===== config.mk =====
export PLATFORM = sky130hd
export DESIGN_NAME = ctx_irq_ctrl
export DESIGN_NICKNAME = d
export VERILOG_FILES = /design/src/rtl/irqc_pkg.sv /design/src/rtl/irqc_control.sv /design/src/rtl/irqc_datapath.sv /design/src/rtl/ctx_irq_ctrl.sv
export SDC_FILE = /design/constraint.sdc
export NUM_CORES = 1
export LEC_CHECK = 0
export BUFFER_PORTS_ARGS = -buffer_cell sky130_fd_sc_hd__buf_2
export CORE_ASPECT_RATIO = 0.6
export CORE_MARGIN = 3
export CORE_UTILIZATION = 55
export DETAILED_ROUTE_END_ITERATION = 8
export MAX_ROUTING_LAYER = met4
export PLACE_DENSITY_LB_ADDON = 0.3
export SLEW_MARGIN = 20
export SYNTH_ARGS = -nofsm -noshare
export SYNTH_HDL_FRONTEND = slang
export SYNTH_SLANG_ARGS = --single-unit

===== constraint.sdc =====
create_clock -name clk -period 36.2 [get_ports clk]
set_input_delay 7.24 -clock clk [delete_from_list [all_inputs] [get_ports clk]]
set_output_delay 7.24 -clock clk [all_outputs]
set_load 0.01 [all_outputs]

===== src/rtl/irqc_pkg.sv =====
package irqc_pkg;
  localparam int ADDR_W = 8;
  localparam int OFF_W  = 6;

  typedef enum logic [2:0] {
    RD_NONE, RD_PRIO, RD_PEND, RD_EN, RD_THR, RD_CLAIM
  } rdSel_e;

  typedef struct packed {
    logic             prioWe;
    logic             enWe;
    logic             thrWe;
    logic             claimRe;
    logic             completeWe;
    rdSel_e           rdSel;
    logic [OFF_W-1:0] idx;
  } ctrlStrobes_t;
endpackage


===== src/rtl/irqc_control.sv =====
module irqc_control
  import irqc_pkg::*;
#(
  parameter int NUM_SRC = 10,
  parameter int NUM_CTX = 3
) (
  input  logic              clk,
  input  logic              rstN,
  input  logic              regWe,
  input  logic              regRe,
  input  logic [ADDR_W-1:0] regAddr,
  output ctrlStrobes_t      strb
);
  logic [1:0]       grp;
  logic [OFF_W-1:0] off;
  logic [OFF_W-1:0] ctxOff;

  assign grp    = regAddr[ADDR_W-1:ADDR_W-2];
  assign off    = regAddr[OFF_W-1:0];
  assign ctxOff = {1'b0, off[OFF_W-1:1]};

  always_comb begin
    strb       = '0;
    strb.rdSel = RD_NONE;
    case (grp)
      2'd0: if (off != '0 && off <= OFF_W'(NUM_SRC)) begin
        strb.prioWe = regWe;
        strb.rdSel  = RD_PRIO;
        strb.idx    = off;
      end
      2'd1: if (off == '0) strb.rdSel = RD_PEND;
      2'd2: if (off < OFF_W'(NUM_CTX)) begin
        strb.enWe  = regWe;
        strb.rdSel = RD_EN;
        strb.idx   = off;
      end
      default: if (ctxOff < OFF_W'(NUM_CTX)) begin
        strb.idx = ctxOff;
        if (off[0]) begin
          strb.claimRe    = regRe;
          strb.completeWe = regWe;
          strb.rdSel      = RD_CLAIM;
        end else begin
          strb.thrWe = regWe;
          strb.rdSel = RD_THR;
        end
      end
    endcase
  end

  // a single write selects at most one register kind
  p_one_write_r1: assert property (@(posedge clk) disable iff (!rstN)
    $onehot0({strb.prioWe, strb.enWe, strb.thrWe, strb.completeWe}));
endmodule


===== src/rtl/irqc_datapath.sv =====
module irqc_datapath
  import irqc_pkg::*;
#(
  parameter int NUM_SRC = 10,
  parameter int NUM_CTX = 3,
  parameter int PRIO_W  = 3,
  parameter int DATA_W  = 32,
  parameter logic [NUM_SRC:0] EDGE_MASK = 'h0F0
) (
  input  logic               clk,
  input  logic               rstN,
  input  logic [NUM_SRC-1:0] srcIn,
  input  ctrlStrobes_t       strb,
  input  logic [DATA_W-1:0]  regWdata,
  output logic [DATA_W-1:0]  regRdata,
  output logic [NUM_CTX-1:0] irqOut
);
  localparam int ID_W  = $clog2(NUM_SRC + 1);
  localparam int CTX_W = (NUM_CTX > 1) ? $clog2(NUM_CTX) : 1;
  localparam logic [NUM_SRC:0] EDGE_BITS = EDGE_MASK & ~(NUM_SRC+1)'(1);

  logic [PRIO_W-1:0]  prio      [NUM_SRC+1];
  logic [NUM_SRC:0]   enable    [NUM_CTX];
  logic [PRIO_W-1:0]  thr       [NUM_CTX];
  logic [NUM_SRC:0]   pending, inService, prevIn;
  logic [NUM_SRC:0]   srcVec, setReq, claimOH, doneOH, pendNext, svcNext;
  logic [NUM_CTX-1:0][ID_W-1:0] bestId;
  logic [ID_W-1:0]    srcIdx, claimId, doneId;
  logic [CTX_W-1:0]   ctxIdx;
  logic               doneOk;

  // per-context winner search: strictly greater keeps the lowest ID on ties,
  // and starting at the threshold filters sources at or below it
  for (genvar c = 0; c < NUM_CTX; c++) begin : g_ctx
    logic [ID_W-1:0]   winId;
    logic [PRIO_W-1:0] winPrio;
    always_comb begin
      winId   = '0;
      winPrio = thr[c];
      for (int k = 1; k <= NUM_SRC; k++) begin
        if (pending[k] && enable[c][k] && prio[k] > winPrio) begin
          winId   = ID_W'(k);
          winPrio = prio[k];
        end
      end
    end
    assign bestId[c] = winId;
    assign irqOut[c] = (winId != '0);

    p_line_src_r4: assert property (@(posedge clk) disable iff (!rstN)
      irqOut[c] |-> ((pending & enable[c]) != '0));
  end

  assign srcIdx  = strb.idx[ID_W-1:0];
  assign ctxIdx  = strb.idx[CTX_W-1:0];
  assign claimId = bestId[ctxIdx];
  assign doneId  = regWdata[ID_W-1:0];
  assign doneOk  = strb.completeWe && (regWdata <= DATA_W'(NUM_SRC)) &&
                   (doneId != '0) && inService[doneId] && enable[ctxIdx][doneId];

  always_comb begin
    srcVec   = {srcIn, 1'b0};
    setReq   = (srcVec & ~prevIn & EDGE_BITS) | (srcVec & ~EDGE_BITS);
    claimOH  = (strb.claimRe && claimId != '0) ? ((NUM_SRC+1)'(1) << claimId) : '0;
    doneOH   = doneOk ? ((NUM_SRC+1)'(1) << doneId) : '0;
    pendNext = (pending | (setReq & ~inService)) & ~claimOH;
    svcNext  = (inService | claimOH) & ~doneOH;
  end

  always_ff @(posedge clk) begin
    if (!rstN) begin
      for (int k = 0; k <= NUM_SRC; k++) prio[k] <= '0;
      for (int c = 0; c < NUM_CTX; c++) begin
        enable[c] <= '0;
        thr[c]    <= '0;
      end
      pending   <= '0;
      inService <= '0;
      prevIn    <= '0;
    end else begin
      prevIn    <= srcVec;
      pending   <= pendNext;
      inService <= svcNext;
      if (strb.prioWe) prio[srcIdx]   <= regWdata[PRIO_W-1:0];
      if (strb.enWe)   enable[ctxIdx] <= {regWdata[NUM_SRC:1], 1'b0};
      if (strb.thrWe)  thr[ctxIdx]    <= regWdata[PRIO_W-1:0];
    end
  end

  always_comb begin
    regRdata = '0;
    case (strb.rdSel)
      RD_PRIO:  regRdata[PRIO_W-1:0]  = prio[srcIdx];
      RD_PEND:  regRdata[NUM_SRC:0]   = pending;
      RD_EN:    regRdata[NUM_SRC:0]   = enable[ctxIdx];
      RD_THR:   regRdata[PRIO_W-1:0]  = thr[ctxIdx];
      RD_CLAIM: regRdata[ID_W-1:0]    = claimId;
      default:  regRdata = '0;
    endcase
  end

  // no source is pending and in service at once
  p_exclusive_r6: assert property (@(posedge clk) disable iff (!rstN)
    (pending & inService) == '0);
  // a nonzero claim moves the source into service
  p_claim_r6: assert property (@(posedge clk) disable iff (!rstN)
    (strb.claimRe && claimId != '0) |=>
      (inService[$past(claimId)] && !pending[$past(claimId)]));
  // an accepted completion ends service
  p_done_r9: assert property (@(posedge clk) disable iff (!rstN)
    doneOk |=> !inService[$past(doneId)]);
endmodule


===== src/rtl/ctx_irq_ctrl.sv =====
module ctx_irq_ctrl
  import irqc_pkg::*;
#(
  parameter int NUM_SRC = 10,
  parameter int NUM_CTX = 3,
  parameter int PRIO_W  = 3,
  parameter logic [NUM_SRC:0] EDGE_MASK = 'h0F0
) (
  input  logic               clk,
  input  logic               rstN,
  input  logic [NUM_SRC-1:0] srcIn,
  input  logic               regWe,
  input  logic               regRe,
  input  logic [7:0]         regAddr,
  input  logic [31:0]        regWdata,
  output logic [31:0]        regRdata,
  output logic [NUM_CTX-1:0] irqOut
);
  ctrlStrobes_t strb;

  irqc_control #(.NUM_SRC(NUM_SRC), .NUM_CTX(NUM_CTX)) u_control (
    .clk(clk), .rstN(rstN), .regWe(regWe), .regRe(regRe),
    .regAddr(regAddr), .strb(strb)
  );

  irqc_datapath #(
    .NUM_SRC(NUM_SRC), .NUM_CTX(NUM_CTX), .PRIO_W(PRIO_W),
    .DATA_W(32), .EDGE_MASK(EDGE_MASK)
  ) u_datapath (
    .clk(clk), .rstN(rstN), .srcIn(srcIn), .strb(strb),
    .regWdata(regWdata), .regRdata(regRdata), .irqOut(irqOut)
  );
endmodule


==> impl_metrics.yaml, run 1 <==
power:
  clockPowerShare_pct: 37.6
  finalPower_mw: 0.421
  p_seq_share_pct: 38.2
  p_sw_mw: 0.134
  switching_share_pct: 31.8
  p_int_mw: 0.287
  pwr-share-comb_pct: 24.2
  irDropWorstVdd_mv: 0.0343
  p_per_area_mw_per_mm2: 39.3
  p_leak_nw: 4.35
grt:
  grt_pass1_vias: 8839
  antenna_found_initial: 0
  grt_pass1_wl_mm: 49.4
  grt.overflow.total: 0
  grt_util_all_layers_pct: 34.7
  grt_max_degree: 43
floorplanning:
  die_w_um: 178
  initial_core_util_pct: 56.4
  die-area_sq_mm: 0.0194
  pin_count: 89
  core_sq_mm: 0.0173
  dieHeight_um: 109
  rows: 37
layout:
  antenna_cells: 0
  nNetsFinal: 1326
  synthToLayoutAreaGrowth_pct: 10.1
  drive_above_1_share_pct: 13.6
  fin_cells: 1471
  n_fill_cell: 1440
detailed_routing:
  drc: 0
  wl_per_cell_um: 22.2
  viasPerCell: 6.62
  num_vias: 9734
  drtIter0Drc: 1296
  drtAntennaViolNets: 0
  drt-total-wl_mm: 32.6
  dr.pass1.iters: 7
cts:
  clock-sinks: 114
  cts_made_buffers: 17
  post_cts_buffers: 0
  cts_tree: "yes"
  insertion_delay_ns: 0.41
  hold_buffers: 0
  cts-root-buf: "clkbuf_16"
  cts-htree-levels: 4
  clk_pin_slew_ns: 0.05
  clockBufferDepth: 2
  ctsResizeCount: 0
setup_path:
  max_stage_delay_ns: 0.71
  critPathKind: "flop to primary output"
  slowest_stage: "edfxtp_1"
  critPathMaxFanout: 14
  cp.required_ns: 28.96
  arrival_ns: 18.30
  start_kind: "flop"
  cp_common_cell: "ha_1"
  critPathCaptureType: "primary output"
synth:
  synth_edf_count: 85
  yosysUniqueCellTypes: 93
  seq_area_frac_synth_pct: 32.1
  yosysTopAreaCell: "edfxtp_1"
  async_flop_share_pct: 0
  synthTopCellsByArea: "edfxtp_1 26%, ha_1 6.2%, dfxtp_1 6.0%"
  ys_warn_count: 0
  netlist_instances: 1172
  netlist.area_leader.share_pct: 26.2
  synth.avg_cell_area_sq_um: 8.32
  synth_area_sq_mm: 0.00975
  synthFlopType: "edfxtp_1"
  synth-seq-cells: 114
run_status:
  outcome: "completed"
timing:
  tns_ns: 0
  hold_viol: 0
  finalMaxSlewViolations: 0
  finalCritPeriodShare_pct: 70.6
  rsz0062_at_grt: "false"
  fin_crit_ns: 25.54
  fin_worst_skew_ns: 0.0147
  fmax_ghz: 0.0391
  setup_viol: 0
  tightest_slew_ns: 0.929
  slew_headroom_pct: 37.9
placement:
  post-dp-hpwl_mm: 25.1
  io_buffers: 67
  placed_cells: 1439
  place_congestion: 1.04
run:
  max_cap_viol_count: 0
min_path:
  hold_path_class: "flop to flop"
[worst max-delay path, delay by kind of cell (launching register included)]
family	cells	cell delay [ns]
multiplexers	8	3.04
AND/OR/NAND/NOR	18	3.50
AO/OA/AOI/OAI	30	7.39
buffers and inverters	3	0.25
adder cells (fa/ha/maj)	11	3.01
flip-flops	1	0.71
[per-layer routing]
layer | wire length (um) | vias to the layer above | share of wire (%) | track usage (%)
li1 | - | 4432 | - | -
met1 | 14000 | 4539 | 43 | 50.6
met2 | 12600 | 705 | 39 | 46.0
met3 | 5420 | 58 | 17 | 11.2
met4 | 634 | 0 | 1.9 | 8.68
met5 | 0 | - | 0 | -
[layout make-up]
| type | instances | area, sq um | area share [%] |
|---|---|---|---|
| timing repair buffer | 79 | 425 | 3.97 |
| multi-input combinational | 962 | 6130 | 57.2 |
| inverter | 50 | 188 | 1.75 |
| clock inverter | 12 | 116 | 1.08 |
| sequential | 114 | 3130 | 29.2 |
| clock buffer | 20 | 437 | 4.07 |
| tap | 234 | 293 | 2.73 |
[sequential cells by signal, indices dropped and copies added, names as in the netlist]
| register | flops |
|---|---|
| u_datapath.thr | 12 |
| u_datapath.prevIn | 4 |
| u_datapath.prio | 36 |
| u_datapath.pending | 11 |
| u_datapath.inService | 11 |
| u_datapath.enable | 40 |
[cell families after synthesis]
family / Yosys count / synth area share [%]
AND/OR/NAND/NOR: 500 / 24.6
AO/OA/AOI/OAI: 308 / 22.0
buffers and inverters: 135 / 6.48
flip-flops: 114 / 32.1
multiplexers: 59 / 7.89
adder cells (fa/ha/maj): 55 / 6.88
other: 1 / 0.0385
[cell usage after synthesis, drive strengths merged (7+ instances only)]
cell type / n
a31oi: 19
o22ai: 15
mux4: 10
and2: 20
dfxtp: 29
ha: 48
nand3: 60
a211oi: 10
and3: 25
inv: 50
nand2b: 10
nor4: 12
buf: 41
o21a: 7
o21ai: 73
nor2b: 14
nor2: 152
nand4: 8
o2111ai: 9
a21o: 12
or2: 7
maj3: 7
o211ai: 10
edfxtp: 85
nor3b: 10
o21bai: 7
clkbuf: 44
nor3: 23
mux2i: 25
mux2: 24
nand2: 131
a21oi: 62
[cell usage in the layout, fill, tap and decap left out, drive strengths merged, types with 10 or more instances in the layout]
cell | netlist | routed
o22ai | 15 | 15
mux2i | 25 | 25
mux4 | 10 | 10
o21ai | 73 | 73
nand2 | 131 | 131
nor2 | 152 | 152
ha | 48 | 48
a31oi | 19 | 19
and2 | 20 | 20
nor3b | 10 | 10
nor3 | 23 | 23
edfxtp | 85 | 85
a21o | 12 | 12
nand2b | 10 | 10
and3 | 25 | 25
a21oi | 62 | 62
inv | 50 | 50
nor4 | 12 | 12
clkbuf | 44 | 20
mux2 | 24 | 24
dfxtp | 29 | 29
buf | 41 | 79
nand3 | 60 | 60
conb | 1 | 40
a211oi | 10 | 10
nor2b | 14 | 14
o211ai | 10 | 10
[power groups by stage]
stage	Sequential (mW)	Clock [mW]	Combinational, mW
2_1_floorplan	0.153	0	0.0790
6_report	0.161	0.158	0.102
5_1_grt	0.161	0.164	0.112
3_5_place_dp	0.162	0	0.0987
4_1_cts	0.159	0.158	0.0993
3_3_place_gp	0.161	0	0.0963
[per-stage QoR]
step | cell area, sq um | hold slack, ns | setup slack [ns] | utilization (%)
finish | 10700 | 0.476 | 10.66 | 62.1
global route | 10700 | 0.510 | 9.59 | 62.1
CTS | 10700 | 0.476 | 11.04 | 62.1
detailed placement | 10200 | 0.460 | 11.51 | 58.9
global placement | 10200 | 0.447 | 12.25 | 58.9
floorplan | 9890 | 0.425 | 13.91 | -
[worst paths after layout]
| kind | startpoint | endpoint | slack (ns) | depth (start not counted) |
|---|---|---|---|---|
| max | u_datapath.prio[1][2]$_SDFFCE_PN0P_ | regRdata[0] | 10.66 | 70 |
| min | u_datapath.pending[0]$_SDFF_PN0_ | u_datapath.pending[0]$_SDFF_PN0_ | 0.48 | 1 |
| max reg2reg | u_datapath.prio[1][2]$_SDFFCE_PN0P_ | u_datapath.inService[4]$_SDFF_PN0_ | 18.20 | 70 |
| min reg2reg | u_datapath.pending[0]$_SDFF_PN0_ | u_datapath.pending[0]$_SDFF_PN0_ | 0.48 | 1 |
(Power assumes the default switching activity.)
==> inputs of run 2 (changes only) <==
==> constraint.sdc (replaced) <==
create_clock -name clk -period 21.7 [get_ports clk]
set_input_delay 4.34 -clock clk [delete_from_list [all_inputs] [get_ports clk]]
set_output_delay 4.34 -clock clk [all_outputs]
set_load 0.01 [all_outputs]
==> impl_metrics.yaml, run 2 (same netlist as run 1, synthesis figures left out) <==
layout:
  regMostFlops: "u_datapath.enable"
  n_fill_cell: 1480
  antenna_cells: 0
  final_cell_mix: "152 x nor2_1, 130 x nand2_1, 85 x edfxtp_1"
  synthToLayoutAreaGrowth_pct: 11.4
  nNetsFinal: 1332
  seq_area_sq_mm: 0.00313
  largestRegisters: "u_datapath.enable: 40 flops, u_datapath.prio: 36 flops, u_datapath.thr: 12 flops"
  fin_cells: 1477
  multi_input_area_sq_mm: 0.00619
  largest_reg_flops: 40
  drive_above_1_share_pct: 14.7
  final_common_cell: "nor2_1"
detailed_routing:
  viasPerCell: 6.70
  drtAntennaViolNets: 0
  drt-total-wl_mm: 33.4
  dr.pass1.iters: 6
  num_vias: 9889
  wl_per_cell_um: 22.6
  drc: 0
  drtIter0Drc: 1335
timing:
  slew_headroom_pct: 30.4
  setup_viol: 0
  hold_viol: 0
  finalMaxSlewViolations: 0
  fin_crit_ns: 20.87
  fmax_ghz: 0.0479
  finalCritPeriodShare_pct: 96.2
  tns_ns: 0
  fin_worst_skew_ns: 0.0100
  tightest_slew_ns: 1.03
placement:
  place_congestion: 1.00
  placed_cells: 1443
  post-dp-hpwl_mm: 25.4
  io_buffers: 67
setup_path:
  crit_family: "compound AO/OA/AOI/OAI gates"
  critPathBufInv: 4
  ff2ff_path_depth: 70
  critPathKind: "flop to primary output"
  arrival_ns: 16.53
  rr_startpoint: "u_datapath.thr[0][2]$_SDFFCE_PN0P_"
  slowest_stage: "edfxtp_1"
  critPathCaptureType: "primary output"
  critPathMaxFanout: 12
  r2r_slack_ns: 5.47
  cp_common_cell: "ha_1"
  max_stage_delay_ns: 0.49
  cp.required_ns: 17.36
  r2r_end: "u_datapath.pending[1]$_SDFF_PN0_"
  start_kind: "flop"
grt:
  grt_pass1_wl_mm: 49.7
  antenna_found_initial: 0
  grt_max_degree: 43
  grt_util_all_layers_pct: 35.1
  grt_pass1_vias: 8911
  grt.overflow.total: 0
floorplanning:
  pin_count: 89
  initial_core_util_pct: 56.4
  dieHeight_um: 109
  die-area_sq_mm: 0.0194
  die_w_um: 178
  core_sq_mm: 0.0173
  rows: 37
cts:
  cts-htree-levels: 4
  clk_pin_slew_ns: 0.06
  hold_buffers: 0
  clockBufferDepth: 2
  insertion_delay_ns: 0.42
  clock-sinks: 114
  cts-root-buf: "clkbuf_16"
  cts_tree: "yes"
  cts_made_buffers: 17
run_status:
  outcome: "completed"
min_path:
  worstHoldStart: "u_datapath.pending[0]$_SDFF_PN0_"
  worst_hold_path.num_cells: 1
  hold_end: "u_datapath.pending[0]$_SDFF_PN0_"
  hold_path_class: "flop to flop"
power:
  p_leak_nw: 4.40
  irDropWorstVdd_mv: 0.0532
  p_per_area_mw_per_mm2: 66.4
run:
  max_cap_viol_count: 0
## run 2: changes by cell type in the layout (fill, tap and decap cells not counted), sizes merged
cell	previous run	this run
buf	79	85
clkinvlp	1	3
clkinv	9	6
clkbuf	20	17
inv	50	54
## run 2: worst max-delay path by stage
stage,start,endpoint,slack [ns],depth (start not counted)
floorplan,u_datapath.thr[0][2]$_SDFFCE_PN0P_,regRdata[0],2.31,72
global placement,u_datapath.thr[0][2]$_SDFFCE_PN0P_,regRdata[0],0.76,71
detailed placement,u_datapath.thr[0][2]$_SDFFCE_PN0P_,regRdata[0],0.25,71
CTS,u_datapath.thr[0][2]$_SDFFCE_PN0P_,regRdata[0],0.02,71
global route,u_datapath.thr[0][2]$_SDFFCE_PN0P_,regRdata[0],-0.004,71
finish,u_datapath.thr[0][2]$_SDFFCE_PN0P_,regRdata[0],0.83,71
## run 2: metrics by stage
stage	instance area, sq um	hold slack (ns)	utilization [%]	total power, mW	setup WS (ns)
after global routing	10900	0.505	62.9	0.746	-0.00380
after CTS	10800	0.472	62.5	0.709	0.0229
after floorplan	9890	0.425	-	0.387	2.31
after global placement	10200	0.447	59.1	0.432	0.756
after detailed placement	10200	0.457	59.1	0.436	0.249
final	10900	0.466	62.9	0.721	0.833
## run 2: final cells by class
| type | instances | share of cell area, % |
|---|---|---|
| multi-input combinational | 962 | 57.0 |
| sequential | 114 | 28.9 |
| timing repair buffer | 85 | 4.33 |
| clock buffer | 17 | 3.92 |
| tap | 234 | 2.70 |
| inverter | 50 | 1.73 |
| clock inverter | 15 | 1.45 |
## run 2: power by group
group / total [mW] / internal, mW / switching, mW / leakage (nW)
registers: 0.267 / 0.246 / 0.0214 / 1.05
logic: 0.177 / 0.0684 / 0.109 / 3.07
clock network: 0.276 / 0.170 / 0.107 / 0.278
## run 2: routing by layer
layer  global-route usage, %  wire (um)  part of all wire (%)  vias to the layer above
li1                        -          -                     -                     4439
met1                    50.9      14200                    43                     4649
met2                    47.3      13200                    40                      741
met3                    10.8       5390                    16                       60
met4                    8.51        586                   1.8                        0
met5                       -          0                     0                        -
## run 2: repair_timing
item | 4_1_cts | 5_1_grt
setup endpoints to repair | 1 | 4
cloned | 0 | 0
resized for setup | 1 | 6
hold endpoints to repair | 0 | 0
buffers inserted | 0 | 2
pin swaps | 0 | 3
